[src/rtl/i2c_wfp_pkg.sv]
package i2c_wfp_pkg;
  localparam int STAT_W = 4;
  localparam int TRIG_W = 3;

  typedef enum logic [1:0] {
    SEL_CTRL = 2'd0,
    SEL_STAT = 2'd1,
    SEL_TXD  = 2'd2,
    SEL_RXD  = 2'd3
  } reg_sel_e;

  // byte at a given lane; lane 0 is first on the wire
  function automatic logic [7:0] lane_get(input logic [31:0] w, input logic [1:0] lane);
    int idx;
    idx = int'(lane) * 8;
    return w[idx +: 8];
  endfunction

  function automatic logic [31:0] lane_put(input logic [31:0] w, input logic [1:0] lane,
                                           input logic [7:0] b);
    logic [31:0] r;
    int idx;
    r = w;
    idx = int'(lane) * 8;
    r[idx +: 8] = b;
    return r;
  endfunction

  // a word is closed at lane 3 or at the final byte of a transfer
  function automatic logic word_done(input logic [1:0] lane, input logic is_last);
    return (lane == 2'd3) || is_last;
  endfunction

  function automatic logic [STAT_W-1:0] trig_level(input logic [TRIG_W-1:0] field);
    return {1'b0, field} + STAT_W'(1);
  endfunction
endpackage

[src/rtl/wfp_fifo.sv]
module wfp_fifo #(
  parameter int WIDTH = 32,
  parameter int DEPTH = 8,
  localparam int AW = $clog2(DEPTH),
  localparam int CW = $clog2(DEPTH + 1)
) (
  input  logic             clk,
  input  logic             rst_n,
  input  logic             flush,
  input  logic             push,
  input  logic [WIDTH-1:0] push_data,
  input  logic             pop,
  output logic [WIDTH-1:0] head,
  output logic [CW-1:0]    count,
  output logic             push_rej,
  output logic             pop_rej
);
  logic [WIDTH-1:0] mem [DEPTH];
  logic [AW-1:0] wr_ptr, rd_ptr;
  logic full, empty, push_ok, pop_ok;

  function automatic logic [AW-1:0] ptr_next(input logic [AW-1:0] p);
    return (p == AW'(DEPTH - 1)) ? '0 : p + AW'(1);
  endfunction

  assign full     = (count == CW'(DEPTH));
  assign empty    = (count == '0);
  assign push_ok  = push && !full;
  assign pop_ok   = pop && !empty;
  assign push_rej = push && full;
  assign pop_rej  = pop && empty;
  assign head     = mem[rd_ptr];

  always_ff @(posedge clk) begin
    if (push_ok && !flush) mem[wr_ptr] <= push_data;
  end

  always_ff @(posedge clk) begin
    if (!rst_n || flush) begin
      wr_ptr <= '0;
      rd_ptr <= '0;
      count  <= '0;
    end else begin
      if (push_ok) wr_ptr <= ptr_next(wr_ptr);
      if (pop_ok)  rd_ptr <= ptr_next(rd_ptr);
      case ({push_ok, pop_ok})
        2'b10:   count <= count + CW'(1);
        2'b01:   count <= count - CW'(1);
        default: count <= count;
      endcase
    end
  end

  AST_COUNT_LIMIT: assert property (@(posedge clk) disable iff (!rst_n)
    count <= CW'(DEPTH));
  AST_FULL_HOLD: assert property (@(posedge clk) disable iff (!rst_n)
    push && full && !pop && !flush |=> count == CW'(DEPTH));
  AST_EMPTY_HOLD: assert property (@(posedge clk) disable iff (!rst_n)
    pop && empty && !push && !flush |=> count == '0);
  AST_FLUSH_EMPTY: assert property (@(posedge clk) disable iff (!rst_n)
    flush |=> count == '0);
endmodule

[src/rtl/wfp_tx_unpack.sv]
module wfp_tx_unpack
  import i2c_wfp_pkg::*;
#(
  parameter int LEN_W = 8
) (
  input  logic             clk,
  input  logic             rst_n,
  input  logic             flush,
  input  logic             start,
  input  logic             clr,
  input  logic [LEN_W-1:0] len,
  input  logic             word_avail,
  input  logic [31:0]      head,
  input  logic             take,
  output logic [7:0]       byte_o,
  output logic             valid_o,
  output logic             pop_o
);
  logic [1:0]       lane;
  logic [LEN_W-1:0] rem;
  logic             take_ok, is_last;

  assign valid_o = (rem != '0) && word_avail;
  assign take_ok = take && valid_o;
  assign is_last = (rem == LEN_W'(1));
  assign pop_o   = take_ok && word_done(lane, is_last);
  assign byte_o  = lane_get(head, lane);

  always_ff @(posedge clk) begin
    if (!rst_n) begin
      lane <= '0;
      rem  <= '0;
    end else begin
      if (start) begin
        rem  <= len;
        lane <= '0;
      end else if (clr) begin
        rem  <= '0;
        lane <= '0;
      end else if (take_ok) begin
        rem  <= rem - LEN_W'(1);
        lane <= pop_o ? 2'd0 : lane + 2'd1;
      end
      if (flush) lane <= '0;
    end
  end

  AST_TX_STOP_AFTER_LAST: assert property (@(posedge clk) disable iff (!rst_n)
    take_ok && is_last && !start |=> !valid_o);
endmodule

[src/rtl/wfp_rx_pack.sv]
module wfp_rx_pack
  import i2c_wfp_pkg::*;
#(
  parameter int LEN_W = 8
) (
  input  logic             clk,
  input  logic             rst_n,
  input  logic             flush,
  input  logic             start,
  input  logic             clr,
  input  logic [LEN_W-1:0] len,
  input  logic             space,
  input  logic [7:0]       byte_i,
  input  logic             push_i,
  output logic             ready_o,
  output logic [31:0]      word_o,
  output logic             wpush_o
);
  logic [1:0]       lane;
  logic [LEN_W-1:0] rem;
  logic [31:0]      acc;
  logic             push_ok, is_last;

  assign ready_o = (rem != '0) && space;
  assign push_ok = push_i && ready_o;
  assign is_last = (rem == LEN_W'(1));
  assign word_o  = lane_put(acc, lane, byte_i);
  assign wpush_o = push_ok && word_done(lane, is_last);

  always_ff @(posedge clk) begin
    if (!rst_n) begin
      lane <= '0;
      rem  <= '0;
      acc  <= '0;
    end else begin
      if (start) begin
        rem  <= len;
        lane <= '0;
        acc  <= '0;
      end else if (clr) begin
        rem  <= '0;
        lane <= '0;
        acc  <= '0;
      end else if (push_ok) begin
        rem  <= rem - LEN_W'(1);
        lane <= wpush_o ? 2'd0 : lane + 2'd1;
        acc  <= wpush_o ? 32'd0 : word_o;
      end
      if (flush) begin
        lane <= '0;
        acc  <= '0;
      end
    end
  end
endmodule

[src/rtl/i2c_word_fifo_pair.sv]
module i2c_word_fifo_pair
  import i2c_wfp_pkg::*;
#(
  parameter int DEPTH = 8,
  parameter int LEN_W = 8
) (
  input  logic             clk,
  input  logic             rst_n,
  input  logic             reg_wr,
  input  logic             reg_rd,
  input  logic [1:0]       reg_addr,
  input  logic [31:0]      reg_wdata,
  output logic [31:0]      reg_rdata,
  input  logic             xfer_start,
  input  logic             xfer_rd,
  input  logic [LEN_W-1:0] xfer_len,
  output logic [7:0]       eng_tx_byte,
  output logic             eng_tx_valid,
  input  logic             eng_tx_take,
  input  logic [7:0]       eng_rx_byte,
  input  logic             eng_rx_push,
  output logic             eng_rx_ready,
  output logic             tx_req,
  output logic             rx_req
);
  localparam int CW = $clog2(DEPTH + 1);

  reg_sel_e sel;
  logic [TRIG_W-1:0] tx_trig, rx_trig;
  logic fl_tx, fl_rx, ovf, udf, tx_met_q, rx_met_q;
  logic ctrl_wr, txd_wr, rxd_rd;

  logic [31:0]   tx_head, rx_head, rx_word;
  logic [CW-1:0] tx_cnt, rx_cnt;
  logic tx_push_rej, tx_pop_rej, rx_push_rej, rx_pop_rej;
  logic tx_pop, rx_wpush;
  logic [STAT_W-1:0] tx_free_s, rx_cnt_s, tx_lvl, rx_lvl;
  logic tx_met, rx_met;

  assign sel     = reg_sel_e'(reg_addr);
  assign ctrl_wr = reg_wr && (sel == SEL_CTRL);
  assign txd_wr  = reg_wr && (sel == SEL_TXD);
  assign rxd_rd  = reg_rd && (sel == SEL_RXD);

  wfp_fifo #(.WIDTH(32), .DEPTH(DEPTH)) u_txq (
    .clk(clk), .rst_n(rst_n), .flush(fl_tx),
    .push(txd_wr), .push_data(reg_wdata), .pop(tx_pop),
    .head(tx_head), .count(tx_cnt), .push_rej(tx_push_rej), .pop_rej(tx_pop_rej)
  );

  wfp_fifo #(.WIDTH(32), .DEPTH(DEPTH)) u_rxq (
    .clk(clk), .rst_n(rst_n), .flush(fl_rx),
    .push(rx_wpush), .push_data(rx_word), .pop(rxd_rd),
    .head(rx_head), .count(rx_cnt), .push_rej(rx_push_rej), .pop_rej(rx_pop_rej)
  );

  wfp_tx_unpack #(.LEN_W(LEN_W)) u_unpack (
    .clk(clk), .rst_n(rst_n), .flush(fl_tx),
    .start(xfer_start && !xfer_rd), .clr(xfer_start), .len(xfer_len),
    .word_avail(tx_cnt != '0), .head(tx_head), .take(eng_tx_take),
    .byte_o(eng_tx_byte), .valid_o(eng_tx_valid), .pop_o(tx_pop)
  );

  wfp_rx_pack #(.LEN_W(LEN_W)) u_pack (
    .clk(clk), .rst_n(rst_n), .flush(fl_rx),
    .start(xfer_start && xfer_rd), .clr(xfer_start), .len(xfer_len),
    .space(rx_cnt != CW'(DEPTH)), .byte_i(eng_rx_byte), .push_i(eng_rx_push),
    .ready_o(eng_rx_ready), .word_o(rx_word), .wpush_o(rx_wpush)
  );

  assign tx_free_s = STAT_W'(DEPTH) - STAT_W'(tx_cnt);
  assign rx_cnt_s  = STAT_W'(rx_cnt);
  assign tx_lvl    = trig_level(tx_trig);
  assign rx_lvl    = trig_level(rx_trig);
  assign tx_met    = (tx_free_s >= tx_lvl);
  assign rx_met    = (rx_cnt_s >= rx_lvl);
  assign tx_req    = tx_met && !tx_met_q;
  assign rx_req    = rx_met && !rx_met_q;

  always_ff @(posedge clk) begin
    if (!rst_n) begin
      tx_trig  <= '0;
      rx_trig  <= '0;
      fl_tx    <= 1'b0;
      fl_rx    <= 1'b0;
      ovf      <= 1'b0;
      udf      <= 1'b0;
      tx_met_q <= 1'b0;
      rx_met_q <= 1'b0;
    end else begin
      if (ctrl_wr) begin
        tx_trig <= reg_wdata[7:5];
        rx_trig <= reg_wdata[4:2];
      end
      // pending bit is set by the write and retired on the following edge
      fl_tx <= ctrl_wr && reg_wdata[1];
      fl_rx <= ctrl_wr && reg_wdata[0];
      if (fl_tx)            ovf <= 1'b0;
      else if (tx_push_rej) ovf <= 1'b1;
      if (fl_rx)            udf <= 1'b0;
      else if (rx_pop_rej)  udf <= 1'b1;
      tx_met_q <= tx_met;
      rx_met_q <= rx_met;
    end
  end

  always_comb begin
    case (sel)
      SEL_CTRL: reg_rdata = {24'd0, tx_trig, rx_trig, fl_tx, fl_rx};
      SEL_STAT: reg_rdata = {22'd0, udf, ovf, tx_free_s, rx_cnt_s};
      SEL_RXD:  reg_rdata = (rx_cnt == '0) ? 32'd0 : rx_head;
      default:  reg_rdata = 32'd0;
    endcase
  end

  AST_FLUSH_TX_DONE: assert property (@(posedge clk) disable iff (!rst_n)
    fl_tx |=> tx_cnt == '0);
  AST_FLUSH_RX_DONE: assert property (@(posedge clk) disable iff (!rst_n)
    fl_rx |=> rx_cnt == '0);
  AST_TX_NO_UNDERRUN: assert property (@(posedge clk) disable iff (!rst_n)
    !tx_pop_rej);
  AST_RX_NO_DROP: assert property (@(posedge clk) disable iff (!rst_n)
    !rx_push_rej);
  AST_RXREQ_CROSS: assert property (@(posedge clk) disable iff (!rst_n)
    (rx_cnt_s >= rx_lvl) && !$past(rx_cnt_s >= rx_lvl) |-> rx_req);
  AST_TXREQ_CROSS: assert property (@(posedge clk) disable iff (!rst_n)
    (tx_free_s >= tx_lvl) && !$past(tx_free_s >= tx_lvl) |-> tx_req);
endmodule

[config.mk]
export PLATFORM = sky130hd
export DESIGN_NAME = i2c_word_fifo_pair
export DESIGN_NICKNAME = d
export VERILOG_FILES = /design/src/rtl/i2c_wfp_pkg.sv /design/src/rtl/wfp_fifo.sv /design/src/rtl/wfp_tx_unpack.sv /design/src/rtl/wfp_rx_pack.sv /design/src/rtl/i2c_word_fifo_pair.sv
export SDC_FILE = /design/constraint.sdc
export NUM_CORES = 1
export LEC_CHECK = 0
export ABC_CLOCK_PERIOD_IN_PS = 7010
export BUFFER_PORTS_ARGS = -buffer_cell sky130_fd_sc_hd__buf_2
export CAP_MARGIN = 20
export CORE_MARGIN = 1.5
export CORE_UTILIZATION = 45
export DETAILED_ROUTE_END_ITERATION = 8
export PLACE_DENSITY_LB_ADDON = 0.2
export SLEW_MARGIN = 10
export SYNTH_ARGS = -nofsm -noshare
export SYNTH_HDL_FRONTEND = slang
export SYNTH_SLANG_ARGS = --single-unit
export TNS_END_PERCENT = 30
[constraint.sdc]
create_clock -name clk -period 7.01 [get_ports clk]
set_clock_uncertainty 0.15 [all_clocks]
set_input_delay 0 -clock clk [delete_from_list [all_inputs] [get_ports clk]]
set_output_delay 0 -clock clk [all_outputs]
set_load 0.01 [all_outputs]
==> impl_results.html <==
<table>
<tr><th>Metric</th><th>Value</th></tr>
<tr><th colspan="2">Setup path</th></tr>
<tr><td>Startpoint type of the worst setup path</td><td>flop</td></tr>
<tr><td>Buffer and inverter count on the worst path</td><td>2</td></tr>
<tr><td>Worst-path fanout max</td><td>36</td></tr>
<tr><td>Largest incremental delay on the critical path</td><td>0.82 ns</td></tr>
<tr><td>Kind of cell adding the most delay to the critical path</td><td>flip-flops</td></tr>
<tr><td>Critical path class</td><td>flop to output pin</td></tr>
<tr><td>Slowest stage cell on the critical path</td><td>sky130_fd_sc_hd__dfxtp_4</td></tr>
<tr><td>Cell chain of the critical path</td><td>buf_4 &gt; mux4_2 &gt; nand2b_1 &gt; nand2_1 &gt; o22ai_1 &gt; nor2_1 &gt; buf_2</td></tr>
<tr><td>Data required time of the critical path</td><td>6.86 ns</td></tr>
<tr><td>Data arrival at the endpoint of the critical path</td><td>3.48 ns</td></tr>
<tr><td>CP Capture Type</td><td>output pin</td></tr>
<tr><td>Startpoint of the worst-slack reg-to-reg timing path</td><td>u_txq.count[0]</td></tr>
<tr><th colspan="2">Final layout</th></tr>
<tr><td>Net count, final</td><td>1,775</td></tr>
<tr><td>Share of cells above drive strength 1</td><td>0.237</td></tr>
<tr><td>Most used cells in the layout excluding fill and tap cells</td><td>sky130_fd_sc_hd__edfxtp_1, sky130_fd_sc_hd__nand2_1, sky130_fd_sc_hd__mux4_2</td></tr>
<tr><td>Most common library cell in the layout ignoring fill and taps</td><td>sky130_fd_sc_hd__edfxtp_1</td></tr>
<tr><td>Non-filler instance count after layout</td><td>2,433</td></tr>
<tr><td>Post-synthesis to final-layout area growth</td><td>17.0%</td></tr>
<tr><th colspan="2">Drt</th></tr>
<tr><td>Ratio of routed vias to standard cells</td><td>5.49</td></tr>
<tr><td>Average wire per standard cell</td><td>21.7 um</td></tr>
<tr><td>Count of vias placed by the detailed router</td><td>13,400</td></tr>
<tr><td>Number of routed nets with antenna violations</td><td>0</td></tr>
<tr><td># DRC</td><td>0</td></tr>
<tr><td>Met3 wire length</td><td>1940 um</td></tr>
<tr><td>Top routing layer in use</td><td>met4</td></tr>
<tr><td>Total length of routed wires</td><td>52,800 um</td></tr>
<tr><td>Drt first-iter violations</td><td>844</td></tr>
<tr><td>Wire length the detailed router placed on met1</td><td>22,700 um</td></tr>
<tr><td>Drt first pass iters</td><td>5</td></tr>
<tr><td>Met2 WL</td><td>26,700 um</td></tr>
<tr><th colspan="2">Yosys</th></tr>
<tr><td>Synth Register Bits</td><td>602</td></tr>
<tr><td>Count of flip-flops with a built-in enable after synthesis</td><td>512</td></tr>
<tr><td>Average size of a mapped cell</td><td>16.6 um2</td></tr>
<tr><td>Post-synthesis cell area</td><td>24,600 um2</td></tr>
<tr><td>Number of different library cells in the post-synthesis netlist</td><td>52</td></tr>
<tr><td>FFs w/ async S/R, synth</td><td>0</td></tr>
<tr><td>Nets in the synthesized netlist</td><td>1,578</td></tr>
<tr><td>Leading register cell type out of synthesis</td><td>sky130_fd_sc_hd__edfxtp_1</td></tr>
<tr><td>Share of synthesized area occupied by flip-flops and latches</td><td>0.698</td></tr>
<tr><td>Warnings, synthesis</td><td>0</td></tr>
<tr><td>Number of standard cells after synthesis</td><td>1,485</td></tr>
<tr><th colspan="2">Timing</th></tr>
<tr><td>Sum of negative setup slack</td><td>0 ns</td></tr>
<tr><td>Number of failing hold endpoints at the final stage</td><td>0</td></tr>
<tr><td>Slew margin rel.</td><td>0.309</td></tr>
<tr><td>Maximum clock frequency</td><td>0.275 GHz</td></tr>
<tr><td>Number of pins exceeding their max-slew limit in the final report</td><td>0</td></tr>
<tr><td>Pin slew with the least headroom to its limit</td><td>1.04 ns</td></tr>
<tr><td>Final critical-path required period</td><td>3.63 ns</td></tr>
<tr><td>Number of setup violations in the final report</td><td>0</td></tr>
<tr><td>Portion of the clock cycle consumed by the worst path in the final layout</td><td>0.518</td></tr>
<tr><td>Setup repair after global routing missed its margin</td><td>false</td></tr>
<tr><th colspan="2">GRT</th></tr>
<tr><td>Initial antenna violation count</td><td>3</td></tr>
<tr><td>Pin count of the biggest net entering global routing</td><td>71</td></tr>
<tr><td>Remaining global-route overflow</td><td>0</td></tr>
<tr><td>Via count of the first global-routing pass</td><td>14,100</td></tr>
<tr><td>Wire length of the first global-routing pass</td><td>81,600 um</td></tr>
<tr><td>GRT Total Usage</td><td>0.191</td></tr>
<tr><th colspan="2">Clock network</th></tr>
<tr><td>Root cell of the clock tree</td><td>sky130_fd_sc_hd__clkbuf_16</td></tr>
<tr><td>Worst-Skew Late Latency</td><td>0.61 ns</td></tr>
<tr><td>Post-cts resize count</td><td>0</td></tr>
<tr><td>Clock Tree Buf Depth</td><td>3</td></tr>
<tr><td>Clock tree from TritonCTS</td><td>done</td></tr>
<tr><td>Number of H-tree levels</td><td>2</td></tr>
<tr><td>Clock Pin Slew Worst Setup and Hold Paths</td><td>0.06 ns</td></tr>
<tr><td>Number of buffers created by CTS</td><td>60</td></tr>
<tr><td>Number of sinks on the clock net</td><td>602</td></tr>
<tr><td>Post-CTS setup buffer count</td><td>0</td></tr>
<tr><th colspan="2">Floorplan</th></tr>
<tr><td>Placeable core region</td><td>53,900 um2</td></tr>
<tr><td>Floorplan die height</td><td>237 um</td></tr>
<tr><td>Initial core utilization</td><td>0.457</td></tr>
<tr><td>Count of pins on the block boundary</td><td>102</td></tr>
<tr><td>Rows</td><td>85</td></tr>
<tr><td>Die area</td><td>56,100 um2</td></tr>
<tr><td>Width of the die</td><td>237 um</td></tr>
<tr><th colspan="2">Place</th></tr>
<tr><td>Global placer's final weighted congestion</td><td>0.772</td></tr>
<tr><td>DP Wirelength</td><td>30,900 um</td></tr>
<tr><td>Placed cells</td><td>2,233</td></tr>
<tr><td>Count of buffers inserted at the top-level ports</td><td>101</td></tr>
<tr><th colspan="2">Status</th></tr>
<tr><td>Run status</td><td>finished clean</td></tr>
<tr><th colspan="2">Worst hold path</th></tr>
<tr><td>Start point of the worst hold path</td><td>reg_wdata[9]</td></tr>
<tr><td>Min-Delay Path Class</td><td>input port to flop</td></tr>
<tr><th colspan="2">Job</th></tr>
<tr><td>Max cap viols</td><td>0</td></tr>
<tr><th colspan="2">Power and ir drop</th></tr>
<tr><td>Pwr per Cell Area</td><td>257 nW/um2</td></tr>
<tr><td>Worst voltage drop across the vdd grid</td><td>176 uV</td></tr>
<tr><td>Leakage power of the design</td><td>9.69 nW</td></tr>
</table>
==> kinds of logic (layout without fill, tap and decap cells) <==
family                   count (synthesis)  in the layout  synth area share
AND/OR/NAND/NOR                        429            429            0.0816
flip-flops                             602            602             0.698
XOR/XNOR                                17             17           0.00605
other                                    0              4                 0
buffers and inverters                   94            342            0.0161
multiplexers                           185            185             0.140
adder cells (fa/ha/maj)                 35             35            0.0178
AO/OA/AOI/OAI                          123            123            0.0407
==> area by class of cell <==
| type | instances | area, um2 |
|---|---|---|
| timing repair buffer | 210 | 1590 |
| sequential | 602 | 17200 |
| tap | 696 | 871 |
| multi-input combinational | 789 | 7170 |
| fill | 4268 | 25100 |
| clock buffer | 78 | 1650 |
| inverter | 19 | 71.3 |
| clock inverter | 35 | 264 |
| antenna | 4 | 10.0 |
==> report_power, final <==
part,switching (W),internal [W]
Combinational,0.000220,0.000131
Clock,0.00133,0.00177
Sequential,0.0000214,0.00393
Total,0.00157,0.00583
==> per-stage QoR <==
step                 util  hold slack (ns)  setup slack (ns)  instance area (um2)  total power, W
detailed placement  0.483           0.0897              3.54                26000         0.00434
floorplan               -          -0.0511              1.47                24600         0.00423
global route        0.534           0.0443              3.09                28800         0.00766
finish              0.534           0.0399              3.38                28800         0.00740
global placement    0.482           0.0832              3.64                26000         0.00433
CTS                 0.533          0.00749              3.23                28700         0.00747
==> cells in the mapped netlist, types with 2 or more instances <==
master	n	area (um2)
sky130_fd_sc_hd__edfxtp_1	512	15400
sky130_fd_sc_hd__ha_1	35	438
sky130_fd_sc_hd__inv_1	14	52.6
sky130_fd_sc_hd__o22ai_1	25	156
sky130_fd_sc_hd__clkbuf_1	43	161
sky130_fd_sc_hd__o21ai_1	13	65.1
sky130_fd_sc_hd__nand4b_1	4	35.0
sky130_fd_sc_hd__mux2i_1	57	571
sky130_fd_sc_hd__nor2b_1	6	37.5
sky130_fd_sc_hd__and2_1	2	12.5
sky130_fd_sc_hd__inv_2	5	18.8
sky130_fd_sc_hd__and3_1	3	18.8
sky130_fd_sc_hd__nand3_1	10	50.1
sky130_fd_sc_hd__a21oi_1	30	150
sky130_fd_sc_hd__dfxtp_1	90	1800
sky130_fd_sc_hd__nor4_1	8	50.1
sky130_fd_sc_hd__buf_6	3	33.8
sky130_fd_sc_hd__mux4_2	128	2880
sky130_fd_sc_hd__nor4b_1	5	43.8
sky130_fd_sc_hd__or3_1	8	50.1
sky130_fd_sc_hd__xnor2_1	9	78.8
sky130_fd_sc_hd__a21o_1	4	30.0
sky130_fd_sc_hd__o21ai_0	4	20.0
sky130_fd_sc_hd__buf_2	17	85.1
sky130_fd_sc_hd__nor3b_1	2	15.0
sky130_fd_sc_hd__nand4_1	2	12.5
sky130_fd_sc_hd__buf_1	12	45.0
sky130_fd_sc_hd__nand3b_1	4	30.0
sky130_fd_sc_hd__a311oi_2	29	435
sky130_fd_sc_hd__a311oi_1	4	35.0
sky130_fd_sc_hd__nand2_1	168	631
sky130_fd_sc_hd__nand2b_1	73	457
sky130_fd_sc_hd__nor3_1	11	55.1
sky130_fd_sc_hd__a211o_1	2	17.5
sky130_fd_sc_hd__a31oi_1	4	25.0
sky130_fd_sc_hd__nor2_1	116	435
sky130_fd_sc_hd__xor2_1	8	70.1
==> path summary, 6_finish.rpt <==
kind	end	slack, ns	cells past startpoint
min	u_txq.mem[7][9]	0.04	2
min reg2reg	udf	0.32	2
max	eng_tx_byte[0]	3.38	7
max reg2reg	u_txq.count[2]	3.46	12
==> registers in the layout (all words and copies together) (netlist names), 4 cells and up, named ones only <==
register      count
u_pack.acc       32
u_rxq.mem       256
u_pack.rem        8
u_unpack.rem      8
u_rxq.count       4
u_txq.count       4
u_txq.mem       256
==> timing repair <==
item / CTS / global route
hold buffers: 79 / 0
endpoints found under the setup margin: 0 / 0
endpoints found under the hold margin: 598 / 0
==> layer usage <==
| metal | up-vias | track usage |
|---|---|---|
| met4 | 0 | 0.0629 |
| li1 | 6151 | - |
| met2 | 240 | 0.332 |
| met1 | 6886 | 0.245 |
| met3 | 87 | 0.0284 |
| met5 | - | 0 |
Power figures use the tool's default switching activity.
